--- src/rtl/exc_vec_pkg.sv ---
package exc_vec_pkg;
  localparam int CODE_W = 5;

  typedef enum logic [2:0] {
    CLS_GENERAL = 3'd0,
    CLS_MMU     = 3'd1,
    CLS_NMI     = 3'd2,
    CLS_SRESET  = 3'd3,
    CLS_DEBUG   = 3'd4
  } excClass_e;

  typedef enum logic [2:0] {
    MMU_NOMATCH = 3'd0,
    MMU_INVALID = 3'd1,
    MMU_DIRTY   = 3'd2,
    MMU_RDINH   = 3'd3,
    MMU_EXINH   = 3'd4,
    MMU_BADADDR = 3'd5
  } mmuRes_e;

  localparam logic [1:0] ACC_STORE = 2'd1;

  localparam logic [CODE_W-1:0] CODE_INT   = 5'd0;
  localparam logic [CODE_W-1:0] CODE_MOD   = 5'd1;
  localparam logic [CODE_W-1:0] CODE_TLBL  = 5'd2;
  localparam logic [CODE_W-1:0] CODE_TLBS  = 5'd3;
  localparam logic [CODE_W-1:0] CODE_ADEL  = 5'd4;
  localparam logic [CODE_W-1:0] CODE_ADES  = 5'd5;
  localparam logic [CODE_W-1:0] CODE_RDINH = 5'd19;
  localparam logic [CODE_W-1:0] CODE_EXINH = 5'd20;
  localparam logic [CODE_W-1:0] CODE_CACHE = 5'd30;

  typedef struct packed {
    logic              general;
    logic              refill;
    logic              interrupt;
    logic              cacheErr;
    logic              errLevel;
    logic              debug;
    logic              firstLevel;
    logic [CODE_W-1:0] code;
  } excStrobe_t;
endpackage

--- src/rtl/exc_vec_ctrl.sv ---
module exc_vec_ctrl
  import exc_vec_pkg::*;
(
  input  logic              clk,
  input  logic              rstN,
  input  logic              excValid,
  input  logic [2:0]        excClass,
  input  logic [CODE_W-1:0] excCode,
  input  logic [2:0]        mmuResult,
  input  logic [1:0]        mmuAccess,
  input  logic              statusExl,
  input  logic              inhibitExcEn,
  output excStrobe_t        strobe
);
  logic isStore;
  logic [CODE_W-1:0] missCode;

  assign isStore  = (mmuAccess == ACC_STORE);
  assign missCode = isStore ? CODE_TLBS : CODE_TLBL;

  always_comb begin
    strobe = '0;
    case (excClass_e'(excClass))
      CLS_MMU: begin
        strobe.general = 1'b1;
        case (mmuRes_e'(mmuResult))
          MMU_NOMATCH: begin
            strobe.code   = missCode;
            strobe.refill = !statusExl;
          end
          MMU_INVALID: strobe.code = missCode;
          MMU_DIRTY:   strobe.code = CODE_MOD;
          MMU_RDINH:   strobe.code = inhibitExcEn ? CODE_RDINH : CODE_TLBL;
          MMU_EXINH:   strobe.code = inhibitExcEn ? CODE_EXINH : CODE_TLBL;
          default:     strobe.code = isStore ? CODE_ADES : CODE_ADEL;
        endcase
      end
      CLS_NMI, CLS_SRESET: strobe.errLevel = 1'b1;
      CLS_DEBUG:           strobe.debug    = 1'b1;
      default: begin
        strobe.general   = 1'b1;
        strobe.code      = excCode;
        strobe.interrupt = (excCode == CODE_INT);
      end
    endcase
    strobe.cacheErr   = strobe.general && (strobe.code == CODE_CACHE);
    strobe.firstLevel = strobe.general && !statusExl;
  end


  inhibit_code_gate_chk: assert property (@(posedge clk) disable iff (!rstN)
    (excValid && !inhibitExcEn) |-> (strobe.code != CODE_RDINH && strobe.code != CODE_EXINH));


  class_exclusive_chk: assert property (@(posedge clk) disable iff (!rstN)
    excValid |-> $onehot0({strobe.general, strobe.errLevel, strobe.debug}));
endmodule

--- src/rtl/exc_vec_datapath.sv ---
module exc_vec_datapath
  import exc_vec_pkg::*;
#(
  parameter int              ADDR_W        = 32,
  parameter int              PEND_W        = 8,
  parameter int              SPACE_W       = 5,
  parameter logic [ADDR_W-1:0] BOOT_BASE     = 32'hBFC0_0000,
  parameter logic [ADDR_W-1:0] UNCACHED_BASE = 32'hA000_0000
) (
  input  logic               clk,
  input  logic               rstN,
  input  logic               excValid,
  input  excStrobe_t         strobe,
  input  logic               statusExl,
  input  logic               statusBev,
  input  logic               causeIv,
  input  logic [SPACE_W-1:0] intSpacing,
  input  logic [PEND_W-1:0]  pendingLines,
  input  logic [PEND_W-1:0]  intMask,
  input  logic               extIntCtrl,
  input  logic               cacheOverride,
  input  logic [ADDR_W-1:0]  ebase,
  input  logic [ADDR_W-1:0]  resumePc,
  input  logic               inDelaySlot,
  input  logic [31:0]        causeIn,
  output logic               outValid,
  output logic [ADDR_W-1:0]  newPc,
  output logic [31:0]        causeOut,
  output logic [CODE_W-1:0]  excCodeOut,
  output logic               epcWe,
  output logic               errPcWe,
  output logic [ADDR_W-1:0]  savedPc,
  output logic               exlSet,
  output logic               erlSet,
  output logic               bevSet,
  output logic               debugEntry
);
  localparam logic [ADDR_W-1:0] OFF_REFILL  = ADDR_W'(32'h000);
  localparam logic [ADDR_W-1:0] OFF_CACHE   = ADDR_W'(32'h100);
  localparam logic [ADDR_W-1:0] OFF_GENERAL = ADDR_W'(32'h180);
  localparam logic [ADDR_W-1:0] OFF_INTVEC  = ADDR_W'(32'h200);
  localparam logic [ADDR_W-1:0] OFF_DEBUG   = ADDR_W'(32'h480);
  localparam logic [ADDR_W-1:0] PAGE_MASK   = ~ADDR_W'(32'hFFF);
  localparam logic [ADDR_W-1:0] SEG_MASK    = ADDR_W'(32'h1FFF_F000);
  localparam int CODE_LSB = 2;
  localparam int BD_BIT   = 31;

  logic [PEND_W-1:0] maskedLines;
  logic [PEND_W-1:0] vecIdx;
  logic [ADDR_W-1:0] offset, base, pcNext;
  logic [31:0]       causeNext;

  assign maskedLines = pendingLines & intMask;

  always_comb begin
    vecIdx = '0;
    if (extIntCtrl) begin
      vecIdx = pendingLines;
    end else begin
      for (int i = 0; i < PEND_W; i++) begin
        if (maskedLines[i]) vecIdx = PEND_W'(i);
      end
    end
  end

  always_comb begin
    if (strobe.refill)
      offset = OFF_REFILL;
    else if (strobe.cacheErr)
      offset = OFF_CACHE;
    else if (strobe.interrupt && causeIv) begin
      if (statusBev || intSpacing == '0)
        offset = OFF_INTVEC;
      else
        offset = OFF_INTVEC + ADDR_W'(vecIdx) * ADDR_W'({intSpacing, 5'b0});
    end else
      offset = OFF_GENERAL;

    if (statusBev)
      base = BOOT_BASE + OFF_INTVEC;
    else if (strobe.cacheErr && !cacheOverride)
      base = UNCACHED_BASE | (ebase & SEG_MASK);
    else
      base = ebase & PAGE_MASK;

    if (strobe.errLevel)
      pcNext = BOOT_BASE;
    else if (strobe.debug)
      pcNext = BOOT_BASE + OFF_DEBUG;
    else
      pcNext = base + offset;

    causeNext = causeIn;
    if (strobe.general) begin
      causeNext[CODE_LSB +: CODE_W] = strobe.code;
      if (strobe.firstLevel) causeNext[BD_BIT] = inDelaySlot;
    end
  end

  always_ff @(posedge clk) begin
    if (!rstN) begin
      outValid   <= 1'b0;
      newPc      <= '0;
      causeOut   <= '0;
      excCodeOut <= '0;
      epcWe      <= 1'b0;
      errPcWe    <= 1'b0;
      savedPc    <= '0;
      exlSet     <= 1'b0;
      erlSet     <= 1'b0;
      bevSet     <= 1'b0;
      debugEntry <= 1'b0;
    end else begin
      outValid   <= excValid;
      epcWe      <= excValid && strobe.firstLevel;
      exlSet     <= excValid && strobe.firstLevel;
      errPcWe    <= excValid && strobe.errLevel;
      erlSet     <= excValid && strobe.errLevel;
      bevSet     <= excValid && strobe.errLevel;
      debugEntry <= excValid && strobe.debug;
      if (excValid) begin
        newPc      <= pcNext;
        causeOut   <= causeNext;
        excCodeOut <= strobe.code;
        savedPc    <= resumePc;
      end
    end
  end


  valid_follows_chk: assert property (@(posedge clk) disable iff (!rstN)
    excValid |=> outValid);

  valid_pulse_chk: assert property (@(posedge clk) disable iff (!rstN)
    !excValid |=> !outValid);

  epc_first_level_chk: assert property (@(posedge clk) disable iff (!rstN)
    epcWe |-> ($past(!statusExl) && outValid));

  error_level_entry_chk: assert property (@(posedge clk) disable iff (!rstN)
    erlSet |-> (bevSet && errPcWe && !epcWe && !exlSet));

  debug_no_save_chk: assert property (@(posedge clk) disable iff (!rstN)
    debugEntry |-> (!epcWe && !errPcWe));
endmodule

--- src/rtl/exc_vector_gen.sv ---
module exc_vector_gen
  import exc_vec_pkg::*;
#(
  parameter int                ADDR_W        = 32,
  parameter int                PEND_W        = 8,
  parameter int                SPACE_W       = 5,
  parameter logic [ADDR_W-1:0] BOOT_BASE     = 32'hBFC0_0000,
  parameter logic [ADDR_W-1:0] UNCACHED_BASE = 32'hA000_0000
) (
  input  logic               clk,
  input  logic               rstN,
  input  logic               excValid,
  input  logic [2:0]         excClass,
  input  logic [4:0]         excCode,
  input  logic [2:0]         mmuResult,
  input  logic [1:0]         mmuAccess,
  input  logic               statusExl,
  input  logic               statusBev,
  input  logic               causeIv,
  input  logic [SPACE_W-1:0] intSpacing,
  input  logic [PEND_W-1:0]  pendingLines,
  input  logic [PEND_W-1:0]  intMask,
  input  logic               extIntCtrl,
  input  logic               inhibitExcEn,
  input  logic               cacheOverride,
  input  logic [ADDR_W-1:0]  ebase,
  input  logic [ADDR_W-1:0]  resumePc,
  input  logic               inDelaySlot,
  input  logic [31:0]        causeIn,
  output logic               outValid,
  output logic [ADDR_W-1:0]  newPc,
  output logic [31:0]        causeOut,
  output logic [4:0]         excCodeOut,
  output logic               epcWe,
  output logic               errPcWe,
  output logic [ADDR_W-1:0]  savedPc,
  output logic               exlSet,
  output logic               erlSet,
  output logic               bevSet,
  output logic               debugEntry
);
  excStrobe_t strobe;

  exc_vec_ctrl i_ctrl (
    .clk          (clk),
    .rstN         (rstN),
    .excValid     (excValid),
    .excClass     (excClass),
    .excCode      (excCode),
    .mmuResult    (mmuResult),
    .mmuAccess    (mmuAccess),
    .statusExl    (statusExl),
    .inhibitExcEn (inhibitExcEn),
    .strobe       (strobe)
  );

  exc_vec_datapath #(
    .ADDR_W        (ADDR_W),
    .PEND_W        (PEND_W),
    .SPACE_W       (SPACE_W),
    .BOOT_BASE     (BOOT_BASE),
    .UNCACHED_BASE (UNCACHED_BASE)
  ) i_datapath (
    .clk           (clk),
    .rstN          (rstN),
    .excValid      (excValid),
    .strobe        (strobe),
    .statusExl     (statusExl),
    .statusBev     (statusBev),
    .causeIv       (causeIv),
    .intSpacing    (intSpacing),
    .pendingLines  (pendingLines),
    .intMask       (intMask),
    .extIntCtrl    (extIntCtrl),
    .cacheOverride (cacheOverride),
    .ebase         (ebase),
    .resumePc      (resumePc),
    .inDelaySlot   (inDelaySlot),
    .causeIn       (causeIn),
    .outValid      (outValid),
    .newPc         (newPc),
    .causeOut      (causeOut),
    .excCodeOut    (excCodeOut),
    .epcWe         (epcWe),
    .errPcWe       (errPcWe),
    .savedPc       (savedPc),
    .exlSet        (exlSet),
    .erlSet        (erlSet),
    .bevSet        (bevSet),
    .debugEntry    (debugEntry)
  );
endmodule

--- config.mk ---
export PLATFORM = sky130hd
export DESIGN_NAME = exc_vector_gen
export DESIGN_NICKNAME = d
export VERILOG_FILES = /design/src/rtl/exc_vec_pkg.sv /design/src/rtl/exc_vec_ctrl.sv /design/src/rtl/exc_vec_datapath.sv /design/src/rtl/exc_vector_gen.sv
export SDC_FILE = /design/constraint.sdc
export NUM_CORES = 1
export LEC_CHECK = 0
export BUFFER_PORTS_ARGS = -buffer_cell sky130_fd_sc_hd__buf_2
export CAP_MARGIN = 20
export CORE_MARGIN = 2
export CORE_UTILIZATION = 30
export DETAILED_ROUTE_END_ITERATION = 6
export HOLD_SLACK_MARGIN = 0.1
export SYNTH_ARGS = -nofsm -noshare
export SYNTH_HDL_FRONTEND = slang
export SYNTH_SLANG_ARGS = --single-unit
export TNS_END_PERCENT = 50
--- constraint.sdc ---
create_clock -name clk -period 15.09 [get_ports clk]
set_input_delay 3.018 -clock clk [delete_from_list [all_inputs] [get_ports clk]]
set_output_delay 3.018 -clock clk [all_outputs]
set_load 0.01 [all_outputs]
==> results of run 1 <==
==> critical path, cell delays in order <==
cell and delay [ns]:
buf_2 0.36, nor2_1 0.12, a32oi_1 0.43, and2_1 0.22, fa_1 0.43, fa_1 0.55
inv_1 0.06, fa_1 0.53, inv_1 0.04, ha_1 0.37, nand3_1 0.13, o211ai_1 0.27
o21ai_1 0.16, and4bb_1 0.30, a311oi_1 0.05, a211o_1 0.34, or4_1 0.47, a21oi_1 0.18
ha_1 0.30, a21o_1 0.17, a21o_1 0.21, a2111oi_4 0.33, nor2_2 0.14, and3_1 0.21
xor2_1 0.14, a22o_1 0.19
==> layer usage <==
layer  up-vias  wire (um)
li1       2895          -
met1      2622       7610
met2       172       8424
met3        14       1342
met4         0        212
met5         -          0
==> report_power, final <==
part	switching [W]	total, W	internal, W
clock	0.000117	0.000235	0.000118
sequential	0.00000710	0.000286	0.000279
combinational	0.000117	0.000211	0.0000940
total	0.000241	0.000732	0.000491
==> cells in the final DEF (no fill, tap or decap), types with 17 or more instances in the layout <==
| cell type | n |
|---|---|
| buf_2 | 228 |
| nor2_1 | 32 |
| nand3_1 | 29 |
| dfxtp_1 | 100 |
| a21oi_1 | 36 |
| fa_1 | 18 |
| nor2b_1 | 73 |
| o21ai_0 | 31 |
| nand2_1 | 40 |
| and2_1 | 19 |
| inv_1 | 43 |
| xnor2_1 | 17 |
| mux2i_1 | 59 |
| ha_1 | 31 |
==> state kept, by name, indices dropped and copies added, names as in the netlist <==
signal	flops
i_datapath.exlSet	1
i_datapath.savedPc	32
i_datapath.debugEntry	1
i_datapath.outValid	1
i_datapath.excCodeOut	5
i_datapath.erlSet	1
i_datapath.causeOut	32
i_datapath.newPc	27
==> through the flow <==
step / power (W) / std cells / hold slack, ns / worst slack, ns
2_1_floorplan: 0.0004410 / 722 / 0.4720 / 5.976
3_3_place_gp: 0.0005029 / 1185 / 0.4329 / 5.249
3_5_place_dp: 0.0005043 / 1185 / 0.4392 / 5.222
4_1_cts: 0.0007437 / 1201 / 0.4569 / 5.584
5_1_grt: 0.0007802 / 1201 / 0.4941 / 5.082
6_report: 0.0007324 / 1201 / 0.4520 / 5.591
==> cells by family (layout without fill, tap and decap cells) <==
logic type,Yosys count,in the layout,share of synthesized area [%]
AO/OA/AOI/OAI,140,140,15.10
buffers and inverters,87,291,5.758
flip-flops,100,100,31.66
XOR/XNOR,29,29,4.234
other,1,5,0.05930
multiplexers,60,60,9.517
AND/OR/NAND/NOR,252,252,21.84
adder cells (fa/ha/maj),49,49,11.83
==> cell usage after synthesis (3+ instances only) <==
library cell,instances,area share (%)
a21boi_0,3,0.36
nor2b_1,73,7.2
nand3_1,29,2.3
a32oi_1,5,0.69
nor3_1,10,0.79
o21a_1,4,0.47
o21ai_0,31,2.5
a211oi_1,3,0.36
o2111ai_1,3,0.42
buf_4,8,0.95
o211a_1,4,0.63
a22o_1,4,0.55
xnor2_1,17,2.4
nor2_1,32,1.9
a21oi_1,36,2.8
a31oi_1,4,0.40
a31o_2,3,0.42
dfxtp_1,100,32
nor4_1,7,0.69
clkbuf_1,30,1.8
o21ai_1,3,0.24
or3_1,3,0.30
mux2i_1,59,9.3
nand2_1,40,2.4
inv_1,43,2.6
and3_1,11,1.1
a22oi_1,4,0.47
ha_1,31,6.1
and2_1,19,1.9
fa_1,18,5.7
nand2b_1,5,0.49
nand4_1,6,0.59
buf_1,4,0.24
xor2_1,11,1.5
o21bai_1,4,0.47
a21o_1,9,1.1
or2_2,3,0.30
o21ai_2,3,0.42
==> worst min path at each step <==
stage,start,endpoint,cells after the start
3_5_place_dp,i_datapath.newPc[15]$_SDFFE_PN0P_,i_datapath.newPc[15]$_SDFFE_PN0P_,2
6_report,i_datapath.newPc[15]$_SDFFE_PN0P_,i_datapath.newPc[15]$_SDFFE_PN0P_,2
4_1_cts,i_datapath.newPc[15]$_SDFFE_PN0P_,i_datapath.newPc[15]$_SDFFE_PN0P_,2
3_3_place_gp,i_datapath.newPc[15]$_SDFFE_PN0P_,i_datapath.newPc[15]$_SDFFE_PN0P_,2
5_1_grt,i_datapath.newPc[16]$_SDFFE_PN0P_,i_datapath.newPc[16]$_SDFFE_PN0P_,2
2_1_floorplan,i_datapath.newPc[16]$_SDFFE_PN0P_,i_datapath.newPc[16]$_SDFFE_PN0P_,2
==> layout make-up <==
cell class / instances / area (sq um)
clock buffer: 9 / 225.2
clock inverter: 7 / 80.08
timing repair buffer: 231 / 1164
sequential: 100 / 2002
fill: 2242 / 12870
multi-input combinational: 535 / 3973
inverter: 44 / 165.2
tap: 275 / 344.1
==> results.md, run 1 <==
- Core ar.: between 20000 and 25000 sq um
- Critical path class: input pin to flop
- Sequential share of the synthesized area: 31.66%
- Rows: 53
- First DRT Iteration DRCs: between 200 and 250
- Vias: approximately 5700
- Vias/cell: approximately 4.7
- First-pass GRT wire length: 27770 um
- Share of cells above drive strength 1: approximately 29%
- Period utilisation layout: between 60% and 70%
- Latest clock arrival within the worst-skew pair: between 0.3 and 0.4 ns
- Reg clk slew, reported paths: approximately 0.07 ns
- Met3 Usage GRT: under 10%
- Clock root buffer: clkbuf_16
- Pre-Repair DR Iteration Count: 4
- Ys Warns: 0
- GP Congestion: just under 0.8
- Cts hold-fix bufs: 0
- Vias in the first global route: 5535
- Initial antenna violation count: 1
- Largest net degree at the start of global routing: 90
- Critical path arrival: roughly 9.8 ns
- Post-synth EDFFs: 0
- Area growth from synthesis to layout: 25.76%
- Worst Hold Class: flop to flop
- Nets@finish: ~1100
- Max VDD drop: about 65 uV
- Antenna Nets Post-Route: 0
- R2R depth: 2
- Die W: approximately 150 um
- HPWL after DPL: ~13000 um
- Critical Path End: i_datapath.newPc[21]$_SDFFE_PN0P_
- Longest Clk Path Bufs: 2
- Die ar.: between 20000 and 25000 sq um
- Distinct cell type count after synthesis: 70
- Clock skew: 0 ns
- CP Launch Type: input pin
- #FFs+latches synth: 100
- WL per Instance: approximately 15 um
- Critical Path Sink Type: flop
- Die height: 149.2 um
- Met1 usage: 19.04%
- Number of I/O pins: 248
- Final Max Slew Viols: 0
- Total GRT Usage: 15.61%
- Max-slew headroom: around a third
- Initial core utilization: a little under a third
- Dpl cell area: 7647 sq um
- Antenna diode count: 0
- Ys flop type: dfxtp_1
- Internal reg-to-reg setup slack: approximately 14 ns
- Final hold violations: 0
- Overflow after GRT: 0
- Run status: finished clean
- Max-cap violations: 0
- Worst EP required: 15.34 ns
- Fin crit period: about 9.5 ns
- Fraction of registers with async set or reset after synthesis: 0%
- Post-cts sizing count: 0
- # setup viols final: 0
- Post-Syn Area: about 6300 sq um
- R2r endpoint: i_datapath.newPc[12]$_SDFFE_PN0P_
- Port bufs: between 200 and 250
- Synthesized instance count: between 700 and 800
- Worst R2R Start: i_datapath.newPc[12]$_SDFFE_PN0P_
- Num Clock Sinks: 100
- P_leak: between 3 and 4 nW
- Busiest grt layer: met2
- CTS buffer count: 9
- Tightest Pin Transition: around 0.98 ns
- Post-CTS setup buffer count: 0
- Setup crit start: extIntCtrl
- Avg Inst Size Synth: around 8.8 sq um
- Routing usage on met2: 26.59%
- CTS H-Tree Depth: 3
- CTS tree: yes
- Pwr dens: between 90 and 100 nW/um^2
- Routed Wire Length: around 18000 um
- Fin util: 38.19%
- RSZ-0062 raised after global routing: no
- Max FO, Critical Path: 29
- Design area: 7953 sq um
- Fin Setup TNS: 0 ns
- FMAX: around 110 MHz
- DRC Markers: 0
No activity file was read; power rests on OpenSTA's default activity.
==> inputs of run 2 (changes only) <==
- ABC_AREA: not set -> 1
- clock period: 15.09 -> 9.95 ns (I/O delays scaled with it)
==> results.md, run 2 <==
- Tightest Pin Transition: 1.025 ns (+0.04662 ns)
- Worst R2R Start: i_datapath.newPc[5]$_SDFFE_PN0P_
- Longest Clk Path Bufs: 2 (unchanged)
- R2r endpoint: i_datapath.newPc[5]$_SDFFE_PN0P_
- Ys flop type: dfxtp_1
- Yosys top cell area share: 31.44% (-0.22 points)
- Most frequent cells in the layout: buf_2, nor2_1, nand2_1
- CTS tree: yes
- Ys Warns: 0 (unchanged)
- Die W: 149.7 um (+0.34%)
- Max-slew headroom: 31.56% (-2.6 points)
- First DRT Iteration DRCs: 362 (+66%)
- #FFs+latches synth: 100 (unchanged)
- Setup crit start: pendingLines[2]
- Worst EP required: 10.19 ns (-5.15 ns)
- Final Max Slew Viols: 0 (unchanged)
- Max VDD drop: 89.07 uV (+38%)
- HPWL after DPL: 14990 um (+11%)
- Vias/cell: 4.488 (-5.5%)
- Antenna diode count: 0 (unchanged)
- Worst Hold Class: flop to flop
- First-pass GRT wire length: 30080 um (+8.3%)
- Synthesized instance count: 966 (+35%)
- Post-Syn Area: 6367 sq um (+0.69%)
- Synth area leaders: dfxtp_1, nor2_1, nand2_1, inv_1, o21ai_0
- Filler cells: 2325 (+3.7%)
- Port bufs: 229 (unchanged)
- Crit-path max cell delay: 0.55 ns (about the same)
- Number of I/O pins: 248 (unchanged)
- Post-cts sizing count: 0 (unchanged)
- CP Launch Type: input pin
- Total GRT Usage: 16.75% (+1.1 points)
- Die height: 149.7 um (+0.34%)
- DRC Markers: 0 (unchanged)
- Avg Inst Size Synth: 6.591 sq um (-25%)
- Critical Path Sink Type: flop
- Max-cap violations: 0 (unchanged)
- Post-synth top area cell: dfxtp_1
- Slowest-stage cell, CP: fa_1
- Cts hold-fix bufs: 0 (unchanged)
- Commonest cells in the synthesized netlist: nor2_1, nand2_1, inv_1
- Final Power: 0.001087 W (+48%)
- Pwr dens: 135.7 nW/um^2 (+47%)
- Largest regs: i_datapath.causeOut (32), i_datapath.savedPc (32), i_datapath.newPc (27)
- # setup viols final: 0 (unchanged)
- P_leak: 4.355 nW (+12%)
- GP Congestion: 0.8574 (+8.4%)
- Critical Path End: i_datapath.newPc[22]$_SDFFE_PN0P_
- FF+latch area: 2002 sq um (unchanged)
- Internal reg-to-reg setup slack: 9.22 ns (-5.09 ns)
- Area growth from synthesis to layout: 25.80% (about the same)
- Latest clock arrival within the worst-skew pair: 0.35 ns (about the same)
- Most common cell after layout, fill and taps aside: buf_2
- Core ar.: 20960 sq um (+0.64%)
- Critical path class: input pin to flop
- CTS H-Tree Depth: 3 (unchanged)
- Crit. path cell count: 37 (+42%)
- WL per Instance: 13.19 um (-9.9%)
- Pre-Repair DR Iteration Count: 5 (+1)
- Final hold violations: 0 (unchanged)
- Worst path bufs/invs: 4 (+1)
- RSZ-0062 raised after global routing: no
- Top delay family on crit path: adder cells
- Minimum hold slack: 0.4620 ns (+0.01000 ns)
- Run status: finished clean
- Rows: 53 (unchanged)
- FMAX: approximately 120 MHz
- Initial antenna violation count: 0 (-1)
- R2R depth: 2 (unchanged)
- Clock skew: 0 ns (unchanged)
- Post-synth EDFFs: 0 (unchanged)
- Antenna Nets Post-Route: 0 (unchanged)
- Largest net degree at the start of global routing: 87 (-3.3%)
- CTS buffer count: 9 (unchanged)
- Routed Wire Length: 19180 um (+9.1%)
- Vias in the first global route: 5979 (+8.0%)
- Overflow after GRT: 0 (unchanged)
- Vias: 6525 (+14%)
- Period utilisation layout: between 80% and 90%
- Distinct cell type count after synthesis: 41 (-41%)
- Reg clk slew, reported paths: 0.07 ns (about the same)
- Fin crit period: between 8 and 9 ns
- Sequential share of the synthesized area: 31.44% (-0.22 points)
- Num Clock Sinks: 100 (unchanged)
- Post-CTS setup buffer count: 0 (unchanged)
- Share of cells above drive strength 1: 22.99% (-5.5 points)
- Most common cell in the synthesized netlist: nor2_1
- Multi-input gate area: 3660 sq um (-7.9%)
- Fin Setup TNS: 0 ns (unchanged)
- Initial core utilization: 30.39% (about the same)
- Die ar.: 22410 sq um (+0.67%)
- Clock root buffer: clkbuf_16
- Fraction of registers with async set or reset after synthesis: 0% (unchanged)
- Critical path arrival: 8.30 ns (-1.45 ns)
- Max FO, Critical Path: 5 (-83%)
- Nets@finish: 1363 (+23%)
## run 2: changes by cell type after synthesis, sizes merged, moves of 14 or more
cell / before / now
nor2: 33 / 215
and2: 19 / 0
a21oi: 36 / 50
nand3: 29 / 44
nand2: 40 / 169
xnor2: 17 / 1
mux2i: 59 / 0
o21ai: 37 / 89
nor2b: 73 / 0
inv: 43 / 142
## run 2: cells by family after synthesis
kind of cell | synth area share (%)
other | 0.05889
AO/OA/AOI/OAI | 13.68
AND/OR/NAND/NOR | 30.38
XOR/XNOR | 1.376
buffers and inverters | 11.32
adder cells (fa/ha/maj) | 11.75
flip-flops | 31.44
## run 2: through the flow
stage                     cells  setup WS, ns  utilization (%)  cell area (sq um)
final                      1454         1.897            38.23               8010
after global placement     1438         1.600            36.83               7719
after floorplan             970         2.341                -               6382
after detailed placement   1438         1.529            36.83               7719
after global routing       1454         1.115            38.23               8010
after CTS                  1454         1.896            38.23               8010
## run 2: worst min path at each step
| stage | endpoint | cells past startpoint | slack (ns) | start |
|---|---|---|---|---|
| floorplan | i_datapath.causeOut[2]$_SDFFE_PN0P_ | 2 | 0.49 | i_datapath.causeOut[2]$_SDFFE_PN0P_ |
| global route | i_datapath.newPc[19]$_SDFFE_PN0P_ | 2 | 0.48 | i_datapath.newPc[19]$_SDFFE_PN0P_ |
| finish | i_datapath.newPc[20]$_SDFFE_PN0P_ | 2 | 0.46 | i_datapath.newPc[20]$_SDFFE_PN0P_ |
| CTS | i_datapath.newPc[19]$_SDFFE_PN0P_ | 2 | 0.47 | i_datapath.newPc[19]$_SDFFE_PN0P_ |
| detailed placement | i_datapath.newPc[14]$_SDFFE_PN0P_ | 2 | 0.45 | i_datapath.newPc[14]$_SDFFE_PN0P_ |
| global placement | i_datapath.newPc[8]$_SDFFE_PN0P_ | 2 | 0.45 | i_datapath.newPc[8]$_SDFFE_PN0P_ |
## run 2: layer usage
metal,wire (um),track usage (%),vias up,part of all wire (%)
met4,401,5.472,0,2.1
met3,1082,2.866,24,5.6
met1,9171,23.47,2875,48
li1,-,-,3456,-
met5,0,0,-,0
met2,8527,26.15,170,44
## run 2: area by class of cell
cell class / instances / share of cell area, %
flip-flops and latches: 100 / 24.99
clock inverters: 7 / 0.8279
repair buffers: 233 / 14.68
well taps: 275 / 4.296
inverters: 143 / 6.701
clock buffers: 9 / 2.812
multi-input cells: 687 / 45.69
## run 2: power by group
part | switching [W] | internal [W]
Combinational | 0.000188 | 0.000112
Clock | 0.000173 | 0.000176
Sequential | 0.0000111 | 0.000426
Total | 0.000373 | 0.000714
## run 2: worst reg2reg max path: cells and delay by family, from the launching register on
kind | cells | cell delay (ns)
and+or+nand+nor | 1 | 0.05
DFF | 1 | 0.35
AOI/OAI and AO/OA | 1 | 0.19
==> inputs of run 3 (changes only) <==
- clock period: 9.95 -> 7.6 ns (I/O delays scaled with it)
==> results.md, run 3 (same netlist as run 2, synthesis figures left out) <==
- Run status: finished clean
- Most common cell after layout, fill and taps aside: buf_2
- Initial antenna violation count: 0 (unchanged)
- Worst EP required: 7.85 ns (-2.34 ns)
- CTS buffer count: 9 (unchanged)
- Clock skew: 0 ns (unchanged)
- Antenna diode count: 0 (unchanged)
- Critical path class: input pin to flop
- GP Congestion: 0.8690 (+1.4%)
- Critical Path Sink Type: flop
- Critical path arrival: 7.36 ns (-0.94 ns)
- Pre-Repair DR Iteration Count: 5 (unchanged)
- Die height: 149.7 um (unchanged)
- Final Max Slew Viols: 0 (unchanged)
- Vias: 6574 (+0.75%)
- Period utilisation layout: 93.51%
- CTS tree: yes
- Max-slew headroom: 32.63% (+1.1 points)
- Max VDD drop: 84.67 uV (-4.9%)
- First-pass GRT wire length: 30060 um (about the same)
- WL per Instance: 13.28 um (+0.64%)
- Number of I/O pins: 248 (unchanged)
- Crit-path max cell delay: 0.56 ns (about the same)
- Clock root buffer: clkbuf_16
- Most common cell on crit path: o21ai_0
- Core ar.: 20960 sq um (unchanged)
- Fin crit period: around 7.1 ns
- Die W: 149.7 um (unchanged)
- Slowest-stage cell, CP: fa_1
- P_leak: 4.410 nW (+1.3%)
- Area growth from synthesis to layout: 27.67%
- CTS H-Tree Depth: 3 (unchanged)
- Tightest Pin Transition: 1.009 ns (-0.01598 ns)
- Share of cells above drive strength 1: 24.18% (+1.2 points)
- Routed Wire Length: 19410 um (+1.2%)
- Most frequent cells in the layout: buf_2, nor2_1, nand2_1
- HPWL after DPL: 14910 um (-0.51%)
- Total GRT Usage: 16.72% (-0.032 points)
- Internal reg-to-reg setup slack: 6.88 ns (-2.34 ns)
- Reg clk slew, reported paths: 0.08 ns (about the same)
- Design area: 8129 sq um (+1.5%)
- Num Clock Sinks: 100 (unchanged)
- First DRT Iteration DRCs: 362 (unchanged)
- Vias in the first global route: 5969 (-0.17%)
- Rows: 53 (unchanged)
- Die ar.: 22410 sq um (unchanged)
- Max-cap violations: 0 (unchanged)
- Minimum hold slack: 0.4623 ns (+0.0002270 ns)
- Vias/cell: 4.497 (+0.20%)
- Max FO, Critical Path: 5 (unchanged)
- DRC Markers: 0 (unchanged)
- Latest clock arrival within the worst-skew pair: 0.35 ns (about the same)
- Dpl cell area: 7756 sq um (+0.49%)
- FMAX: 140.7 MHz
- Overflow after GRT: 0 (unchanged)
- Largest net degree at the start of global routing: 87 (unchanged)
- Final Power: 0.001456 W (+34%)
- CP Launch Type: input pin
- Worst Hold Class: flop to flop
- Longest Clk Path Bufs: 2 (unchanged)
- Initial core utilization: 30.39% (unchanged)
- Nets@finish: 1371 (+0.59%)
- Pwr dens: 179.1 nW/um^2 (+32%)
- Port bufs: 229 (unchanged)
- Final hold violations: 0 (unchanged)
- Fin Setup TNS: 0 ns (unchanged)
- Largest regs: i_datapath.causeOut (32), i_datapath.savedPc (32), i_datapath.newPc (27)
- # setup viols final: 0 (unchanged)
- Antenna Nets Post-Route: 0 (unchanged)
## run 3: path summary, 6_finish.rpt
| kind | start | endpoint | depth (start not counted) |
|---|---|---|---|
| hold / removal | i_datapath.newPc[16]$_SDFFE_PN0P_ | i_datapath.newPc[16]$_SDFFE_PN0P_ | 2 |
| hold reg to reg | i_datapath.newPc[16]$_SDFFE_PN0P_ | i_datapath.newPc[16]$_SDFFE_PN0P_ | 2 |
| setup reg to reg | i_datapath.newPc[5]$_SDFFE_PN0P_ | i_datapath.newPc[5]$_SDFFE_PN0P_ | 2 |
| setup / recovery | pendingLines[2] | i_datapath.newPc[28]$_SDFFE_PN0P_ | 34 |
## run 3: area by class of cell
cell class	instances	area [sq um]
Fill cell	2308	12830
Clock buffer	9	225.2
Inverter	143	536.8
Timing Repair Buffer	241	1236
Clock inverter	7	70.07
Sequential cell	100	2002
Tap cell	275	344.1
Multi-Input combinational cell	687	3715
## run 3: stage by stage
| step | instances | setup slack, ns | utilization (%) |
|---|---|---|---|
| after detailed placement | 1443 | -0.01411 | 37.01 |
| final | 1462 | 0.4931 | 38.79 |
| after floorplan | 970 | 0.4609 | - |
| after global placement | 1443 | 0.05199 | 37.01 |
| after CTS | 1459 | 0.3514 | 38.42 |
| after global routing | 1462 | -0.002165 | 38.79 |
## run 3: layer usage
| layer | GRT usage, % | routed length (um) | vias to the layer above |
|---|---|---|---|
| met4 | 3.868 | 228 | 0 |
| li1 | - | - | 3468 |
| met3 | 2.835 | 986 | 16 |
| met1 | 23.32 | 9316 | 2916 |
| met2 | 27.02 | 8881 | 174 |
| met5 | 0 | 0 | - |
## run 3: report_power, final
group          switching [W]  internal, W  total (W)
clock network       0.000234     0.000233   0.000467
logic               0.000254     0.000163   0.000417
registers          0.0000146     0.000557   0.000572
## run 3: timing repair
action | 4_1_cts | 5_1_grt
endpoints found under the setup margin | 0 | 8
hold buffers | 0 | 0
hold endpoints to repair | 0 | 0
buffers inserted | 0 | 3
resized for setup | 0 | 10
## run 3: critical path: cells and delay by family
kind / cells / cell delay, ns
simple gates: 11 / 1.14
buf+inv: 5 / 0.48
compound gates: 12 / 1.79
fa+ha+maj: 5 / 2.23
xor+xnor: 1 / 0.19
